## src/rtl/chs_pkg.sv

```systemverilog
package chs_pkg;
  localparam logic [7:0] SENSE_OK      = 8'h00;
  localparam logic [7:0] SENSE_SEEK    = 8'h15;
  localparam logic [7:0] SENSE_BADADDR = 8'h21;
endpackage

```

## src/rtl/chs_rst_sync.sv

```systemverilog
module chs_rst_sync (
  input  logic clk,
  input  logic rst_n_in,
  output logic rst_n_out
);
  logic [1:0] sync_q;

  always_ff @(posedge clk or negedge rst_n_in) begin
    if (!rst_n_in) sync_q <= 2'b00;
    else           sync_q <= {sync_q[0], 1'b1};
  end

  assign rst_n_out = sync_q[1];
endmodule

```

## src/rtl/chs_fld_dec.sv

```systemverilog
module chs_fld_dec #(
  parameter int HEAD_W = 5,
  parameter int SEC_W  = 6,
  parameter int CYL_W  = 10,
  parameter int CNT_W  = 9
) (
  input  logic [7:0]        b_head,
  input  logic [7:0]        b_sect,
  input  logic [7:0]        b_cyl,
  input  logic [7:0]        b_cnt,
  output logic [HEAD_W-1:0] f_head,
  output logic              f_drv,
  output logic [SEC_W-1:0]  f_sec,
  output logic [CYL_W-1:0]  f_cyl,
  output logic [CNT_W-1:0]  f_cnt
);
  logic unused_bits;

  assign f_head = b_head[HEAD_W-1:0];
  assign f_drv  = b_head[HEAD_W];
  assign f_sec  = b_sect[SEC_W-1:0];
  assign f_cyl  = {b_sect[7:SEC_W], b_cyl};
  assign f_cnt  = (b_cnt == 8'd0) ? CNT_W'(256) : CNT_W'(b_cnt);
  assign unused_bits = &{1'b0, b_head[7:HEAD_W+1]};
endmodule

```

## src/rtl/chs_step.sv

```systemverilog
module chs_step #(
  parameter int HEAD_W = 5,
  parameter int SEC_W  = 6,
  parameter int CYL_W  = 10,
  parameter int SPT    = 17
) (
  input  logic [SEC_W-1:0]  sec,
  input  logic [HEAD_W-1:0] head,
  input  logic [CYL_W-1:0]  trk,
  input  logic [CYL_W-1:0]  cyl,
  input  logic [HEAD_W:0]   cfg_heads,
  input  logic [CYL_W:0]    max_cyl,
  output logic [SEC_W-1:0]  sec_n,
  output logic [HEAD_W-1:0] head_n,
  output logic [CYL_W-1:0]  trk_n,
  output logic [CYL_W-1:0]  cyl_n
);
  logic [SEC_W-1:0] sec_inc;
  logic [HEAD_W:0]  head_inc;
  logic [CYL_W:0]   cyl_inc;

  always_comb begin
    sec_inc  = sec + 1'b1;
    head_inc = {1'b0, head} + 1'b1;
    cyl_inc  = {1'b0, cyl} + 1'b1;
    sec_n    = sec_inc;
    head_n   = head;
    trk_n    = trk;
    cyl_n    = cyl;
    if (sec_inc >= SEC_W'(SPT)) begin
      sec_n = '0;
      if (head_inc >= cfg_heads) begin
        head_n = '0;
        trk_n  = trk + 1'b1;
        cyl_n  = (cyl_inc > max_cyl) ? max_cyl[CYL_W-1:0] : cyl_inc[CYL_W-1:0];
      end else begin
        head_n = head_inc[HEAD_W-1:0];
      end
    end
  end
endmodule

```

## src/rtl/chs_lba.sv

```systemverilog
module chs_lba
  import chs_pkg::*;
#(
  parameter int HEAD_W = 5,
  parameter int SEC_W  = 6,
  parameter int CYL_W  = 10,
  parameter int SPT    = 17,
  parameter int LBA_W  = 21
) (
  input  logic              clk,
  input  logic              rst_n,
  input  logic              en,
  input  logic [SEC_W-1:0]  sec,
  input  logic [HEAD_W-1:0] head,
  input  logic [CYL_W-1:0]  trk,
  input  logic [CYL_W-1:0]  cyl,
  input  logic [HEAD_W:0]   cfg_heads,
  input  logic              seek_err,
  output logic [LBA_W-1:0]  lba,
  output logic              bad,
  output logic [7:0]        sense
);
  logic [LBA_W-1:0] trk_sum, lin_d;
  logic             bad_d;
  logic [7:0]       sense_d;

  always_comb begin
    trk_sum = LBA_W'(trk) * LBA_W'(cfg_heads) + LBA_W'(head);
    lin_d   = trk_sum * LBA_W'(SPT) + LBA_W'(sec);
    bad_d   = (sec >= SEC_W'(SPT)) | ({1'b0, head} >= cfg_heads) | (trk != cyl);
    if (seek_err)   sense_d = SENSE_SEEK;
    else if (bad_d) sense_d = SENSE_BADADDR;
    else            sense_d = SENSE_OK;
  end

  always_ff @(posedge clk or negedge rst_n) begin
    if (!rst_n) begin
      lba   <= '0;
      bad   <= 1'b0;
      sense <= SENSE_OK;
    end else if (en) begin
      lba   <= lin_d;
      bad   <= bad_d;
      sense <= sense_d;
    end
  end
endmodule

```

## src/rtl/chs_seq.sv

```systemverilog
module chs_seq #(
  parameter  int HEAD_W = 5,
  parameter  int SEC_W  = 6,
  parameter  int CYL_W  = 10,
  parameter  int SPT    = 17,
  localparam int CNT_W  = 9,
  localparam int LBA_W  = CYL_W + HEAD_W + 1 + $clog2(SPT)
) (
  input  logic              clk,
  input  logic              rst_n,
  input  logic              load,
  input  logic              advance,
  input  logic [7:0]        cmd_head_b,
  input  logic [7:0]        cmd_sect_b,
  input  logic [7:0]        cmd_cyl_b,
  input  logic [7:0]        cmd_cnt_b,
  input  logic [HEAD_W:0]   cfg_heads,
  input  logic [CYL_W:0]    cfg_cyls,
  output logic [LBA_W-1:0]  lba,
  output logic              lba_vld,
  output logic              addr_bad,
  output logic [7:0]        sense,
  output logic              seek_err,
  output logic [CYL_W-1:0]  cur_cyl,
  output logic              drv_sel,
  output logic              last_sec,
  output logic              done
);
  logic              rst_n_s;
  logic [HEAD_W-1:0] f_head, st_head, head_q, head_d;
  logic              f_drv, drv_q, drv_d;
  logic [SEC_W-1:0]  f_sec, st_sec, sec_q, sec_d;
  logic [CYL_W-1:0]  f_cyl, st_trk, st_cyl, trk_q, trk_d, cyl_q, cyl_d, ld_cyl;
  logic [CNT_W-1:0]  f_cnt, cnt_q, cnt_d;
  logic [CYL_W:0]    max_cyl;
  logic              act_q, act_d, serr_q, serr_d, upd_q, upd_d, vld_q, vld_d;
  logic              ld_over, adv_ok;

  chs_rst_sync u_rst (.clk(clk), .rst_n_in(rst_n), .rst_n_out(rst_n_s));

  chs_fld_dec #(.HEAD_W(HEAD_W), .SEC_W(SEC_W), .CYL_W(CYL_W), .CNT_W(CNT_W)) u_dec (
    .b_head(cmd_head_b), .b_sect(cmd_sect_b), .b_cyl(cmd_cyl_b), .b_cnt(cmd_cnt_b),
    .f_head(f_head), .f_drv(f_drv), .f_sec(f_sec), .f_cyl(f_cyl), .f_cnt(f_cnt)
  );

  chs_step #(.HEAD_W(HEAD_W), .SEC_W(SEC_W), .CYL_W(CYL_W), .SPT(SPT)) u_step (
    .sec(sec_q), .head(head_q), .trk(trk_q), .cyl(cyl_q),
    .cfg_heads(cfg_heads), .max_cyl(max_cyl),
    .sec_n(st_sec), .head_n(st_head), .trk_n(st_trk), .cyl_n(st_cyl)
  );

  chs_lba #(.HEAD_W(HEAD_W), .SEC_W(SEC_W), .CYL_W(CYL_W), .SPT(SPT), .LBA_W(LBA_W)) u_lba (
    .clk(clk), .rst_n(rst_n_s), .en(upd_q),
    .sec(sec_q), .head(head_q), .trk(trk_q), .cyl(cyl_q),
    .cfg_heads(cfg_heads), .seek_err(serr_q),
    .lba(lba), .bad(addr_bad), .sense(sense)
  );

  assign max_cyl = (cfg_cyls == '0) ? '0 : cfg_cyls - 1'b1;
  assign ld_over = {1'b0, f_cyl} > max_cyl;
  assign ld_cyl  = ld_over ? max_cyl[CYL_W-1:0] : f_cyl;
  assign adv_ok  = advance & act_q & (cnt_q != '0) & ~load;

  always_comb begin
    sec_d  = sec_q;
    head_d = head_q;
    trk_d  = trk_q;
    cyl_d  = cyl_q;
    drv_d  = drv_q;
    cnt_d  = cnt_q;
    act_d  = act_q;
    serr_d = serr_q;
    upd_d  = 1'b0;
    vld_d  = vld_q;
    if (load) begin
      sec_d  = f_sec;
      head_d = f_head;
      trk_d  = f_cyl;
      cyl_d  = ld_cyl;
      drv_d  = f_drv;
      cnt_d  = f_cnt;
      act_d  = 1'b1;
      serr_d = ld_over;
      upd_d  = 1'b1;
      vld_d  = 1'b0;
    end else if (adv_ok) begin
      sec_d  = st_sec;
      head_d = st_head;
      trk_d  = st_trk;
      cyl_d  = st_cyl;
      cnt_d  = cnt_q - 1'b1;
      upd_d  = 1'b1;
      vld_d  = 1'b0;
    end else if (upd_q) begin
      vld_d  = 1'b1;
    end
  end

  always_ff @(posedge clk or negedge rst_n_s) begin
    if (!rst_n_s) begin
      sec_q  <= '0;
      head_q <= '0;
      trk_q  <= '0;
      cyl_q  <= '0;
      drv_q  <= 1'b0;
      cnt_q  <= '0;
      act_q  <= 1'b0;
      serr_q <= 1'b0;
      upd_q  <= 1'b0;
      vld_q  <= 1'b0;
    end else begin
      sec_q  <= sec_d;
      head_q <= head_d;
      trk_q  <= trk_d;
      cyl_q  <= cyl_d;
      drv_q  <= drv_d;
      cnt_q  <= cnt_d;
      act_q  <= act_d;
      serr_q <= serr_d;
      upd_q  <= upd_d;
      vld_q  <= vld_d;
    end
  end

  assign lba_vld  = vld_q;
  assign seek_err = serr_q;
  assign cur_cyl  = cyl_q;
  assign drv_sel  = drv_q;
  assign last_sec = act_q & (cnt_q == CNT_W'(1));
  assign done     = act_q & (cnt_q == '0);
endmodule

```

## config.mk

```make
export PLATFORM = sky130hd
export DESIGN_NAME = chs_seq
export DESIGN_NICKNAME = d
export VERILOG_FILES = /design/src/rtl/chs_pkg.sv /design/src/rtl/chs_rst_sync.sv /design/src/rtl/chs_fld_dec.sv /design/src/rtl/chs_step.sv /design/src/rtl/chs_lba.sv /design/src/rtl/chs_seq.sv
export SDC_FILE = /design/constraint.sdc
export NUM_CORES = 1
export LEC_CHECK = 0
export ABC_AREA = 0
export CELL_PAD_IN_SITES_DETAIL_PLACEMENT = 0
export CELL_PAD_IN_SITES_GLOBAL_PLACEMENT = 1
export CORE_ASPECT_RATIO = 1.25
export CORE_UTILIZATION = 41
export CTS_BUF_LIST = sky130_fd_sc_hd__clkbuf_2 sky130_fd_sc_hd__clkbuf_4 sky130_fd_sc_hd__clkbuf_8
export CTS_CLUSTER_SIZE = 25
export DETAILED_ROUTE_END_ITERATION = 10
export GPL_ROUTABILITY_DRIVEN = 1
export PLACE_DENSITY_LB_ADDON = 0.1
export SYNTH_ARGS = -nofsm -noshare
export SYNTH_HDL_FRONTEND = slang
export SYNTH_SLANG_ARGS = --single-unit
```

## constraint.sdc

```tcl
create_clock -name clk -period 4.85 [get_ports clk]
set_clock_uncertainty 0.1 [all_clocks]
set_input_delay 0.7275 -clock clk [delete_from_list [all_inputs] [get_ports clk]]
set_output_delay 0.7275 -clock clk [all_outputs]
set_load 0.005 [all_outputs]
```

==> metrics.cfg <==
[run_status]
status=finished, violations left
violations=negative setup slack

[floorplan]
initial_core_util_pct=41.96
core_area_um2=20170
rows=58
die_area_um2=21230
die_x_um=130.5
io-pin-count=98
die_h_um=162.6

[grt]
grt.total_usage_pct=20.94
grt_pass1_wl_mm=35.20
grt_overflow_total=0
grt_pass1_vias=7512
grt_max_degree=45
antenna_found_initial=0

[sta]
rsz0062_at_grt=yes
whs_ns=0.2293
finalSetupViolations=16
hold_viol=0
min_period_ns=6.272
timing.fmax_mhz=159.4
setup_slack_ns=-1.422
period_share_pct=129.3
worst_slew_pin_slew_ns=0.9740
slew_viol_final=0
relSlewSlack_pct=35.07

[clock_tree]
cts_sinks=72
holdBufCountCts=0
clock_path_buffers=2
cts_buffers=9
clockRootBuffer=clkbuf_8
clock_latency_ns=0.39
tritoncts=built
clkTransAtPathRegs_ns=0.11
htreeDepth=3

[route]
ant_nets=0
firstDrtPassIters=5
drcViolationCount=0
vias=7366
vias_per_cell=5.155
drt_iter0_markers=281
wl_per_cell_um=14.72
wl_mm=21.04

[logic_synthesis]
synth-main-ff-cell=dfrtp_1
synth.avg_cell_area_um2=9.111
ys_warn_count=0
ys_seq_area_share_pct=21.29
synth.cell_area_um2=8464
synth_cell_types=78
synth-seq-cells=72
postSynthCellCount=929
synth_edf_count=0
synthArstFlopShare_pct=100.0

[place]
port_buffers=91
hpwl_mm=17.05
globalplace.congestion=0.8519

[job]
cap_violations=0

[final_layout]
fillerInstances=1931
multi_input_area_um2=6785
area.sequential_um2=1808
final_nets=1375
antennaDiodeCount=0
syn2layout_area_growth_pct=35.96
drive_gt1_share_pct=26.14

[critical_path]
cp_data_arrival_time_ns=6.45
critical_path.endpoint_type=flip-flop
worstSetupPathType=in -> reg
cp-start-kind=primary input
ff2ff_setup_slack_ns=-1.40
cp_max_fo=9
required_ns=5.03

[min_path]
hp-class=reg -> async

## routing by layer
metal / vias to the layer above / share of wire, % / global-route usage, %
li1: 3743 / - / -
met1: 3506 / 41 / 23.23
met2: 97 / 56 / 40.72
met3: 20 / 2.3 / 2.891
met4: 0 / 1.5 / 5.329
met5: - / 0 / 0
## placed cells by master (no fill, tap or decap), types with 7 or more instances in the layout
| cell type | n |
|---|---|
| buf_4 | 154 |
| ha_1 | 110 |
| clkdlybuf4s50_1 | 84 |
| dfrtp_1 | 67 |
| nand2_1 | 65 |
| inv_1 | 62 |
| and2_1 | 47 |
| nor2_1 | 44 |
| xnor2_1 | 38 |
| o21ai_0 | 38 |
| fa_1 | 37 |
| a21oi_1 | 34 |
| nand3_1 | 29 |
| xor2_1 | 22 |
| mux2i_1 | 20 |
| ha_4 | 19 |
| mux2_2 | 15 |
| nor3_1 | 13 |
| a21o_1 | 12 |
| o21a_1 | 12 |
| a21oi_2 | 10 |
| o221ai_1 | 9 |
| clkbuf_8 | 9 |
| and2_4 | 8 |
| nor4_1 | 8 |
| and3_1 | 8 |
| nand4_1 | 7 |
## Yosys cell counts (all sizes together) (3+ instances only)
| cell type | count | share of area, % |
|---|---|---|
| o21ai | 47 | 2.9 |
| nor3 | 17 | 1.1 |
| and3 | 10 | 0.74 |
| xor2 | 23 | 2.4 |
| nor2b | 7 | 0.61 |
| nor4 | 10 | 0.74 |
| o21bai | 5 | 0.44 |
| nor2 | 48 | 2.2 |
| and2 | 55 | 4.1 |
| o221ai | 10 | 1.1 |
| nand4 | 7 | 0.52 |
| mux2 | 19 | 2.5 |
| a21o | 12 | 1.1 |
| ha | 130 | 19 |
| o22ai | 5 | 0.37 |
| o31ai | 6 | 0.59 |
| or3 | 8 | 0.65 |
| fa | 38 | 9.0 |
| a21oi | 47 | 2.9 |
| nand3 | 30 | 1.8 |
| a22oi | 6 | 0.53 |
| a211oi | 9 | 0.86 |
| o21a | 12 | 1.1 |
| o211ai | 4 | 0.41 |
| xnor2 | 41 | 4.2 |
| buf | 9 | 0.67 |
| a21boi | 3 | 0.27 |
| a221oi | 5 | 0.59 |
| nand2b | 5 | 0.37 |
| a221o | 3 | 0.35 |
| mux2i | 20 | 2.4 |
| nor3b | 4 | 0.35 |
| inv | 68 | 3.0 |
| clkbuf | 30 | 1.3 |
| dfrtp | 72 | 21 |
| a31oi | 4 | 0.30 |
| o311ai | 3 | 0.81 |
| nand2 | 66 | 2.9 |
| a31o | 5 | 0.62 |
## sequential cells by signal, indices dropped and copies added, names as in the netlist, 2 cells and up
name          flops
cnt_q             9
cur_cyl          10
head_q            5
sec_q             6
trk_q            10
u_lba.lba        21
u_lba.sense       3
u_rst.sync_q      2
## path summary, 6_finish.rpt
check | startpoint | cells after the start | endpoint
hold reg to reg | u_rst.sync_q[1]$_DFF_PN0_ | 0 | drv_sel$_DFFE_PN0P_
max in group asynchronous | u_rst.sync_q[1]$_DFF_PN0_ | 1 | trk_q[4]$_DFFE_PN0P_
setup / recovery | cfg_heads[1] | 27 | u_lba.lba[13]$_DFFE_PN0P_
min in group clk | u_rst.sync_q[0]$_DFF_PN0_ | 0 | u_rst.sync_q[1]$_DFF_PN0_
setup reg to reg | trk_q[2]$_DFFE_PN0P_ | 26 | u_lba.lba[13]$_DFFE_PN0P_
hold / removal | u_rst.sync_q[1]$_DFF_PN0_ | 0 | drv_sel$_DFFE_PN0P_
## critical path, stage by stage
cell and delay (ns):
buf_8 0.11, and2_4 0.15, fa_1 0.47, ha_1 0.30, inv_2 0.04, fa_1 0.47, fa_1 0.53, inv_2 0.04
ha_4 0.28, o21a_1 0.17, o31ai_4 0.09, a21boi_4 0.16, ha_4 0.29, ha_4 0.12, inv_2 0.03, fa_1 0.50
inv_2 0.05, ha_4 0.24, a21o_1 0.19, buf_4 0.15, a21oi_2 0.14, o21ai_2 0.10, a2111oi_4 0.45, o31ai_1 0.13
a21oi_1 0.17, xnor2_1 0.08, mux2_2 0.26
## cell type report
class	count	share of cell area (%)
tap	270	2.935
sequential	72	15.71
clock inverter	7	0.6197
timing repair buffer	250	18.45
clock buffer	9	1.076
multi-input combinational	752	58.96
inverter	69	2.250
## logic make-up after synthesis
| family | count (synthesis) | share of synthesized area [%] |
|---|---|---|
| buffers and inverters | 108 | 5.055 |
| xor gates and xnor gates | 64 | 6.622 |
| adders and majority gates | 168 | 28.20 |
| muxes | 39 | 4.893 |
| DFF | 72 | 21.29 |
| and+or+nand+nor | 275 | 16.78 |
| AOI/OAI and AO/OA | 201 | 17.07 |
| other | 2 | 0.08872 |
## stage by stage
step	setup TNS [ns]	instances	cell area [µm²]	util, %	setup slack, ns
final	-16.82	1429	11510	57.05	-1.422
after global routing	-19.85	1429	11510	57.05	-1.619
after CTS	-17.16	1420	11270	55.89	-1.573
after detailed placement	-33.74	1398	10840	53.72	-2.372
after global placement	-32.19	1398	10840	53.72	-2.282
after floorplan	-18.03	932	8680	-	-1.540
## what timing repair did
item	in CTS	in global routing
gates resized for setup	68	39
endpoints found under the setup margin	18	17
buffers inserted	9	10
pin swaps	27	39
Power is left out: the tool's default activity adds up to more than one toggle a clock period on the data nets, which glitch-free logic cannot reach.
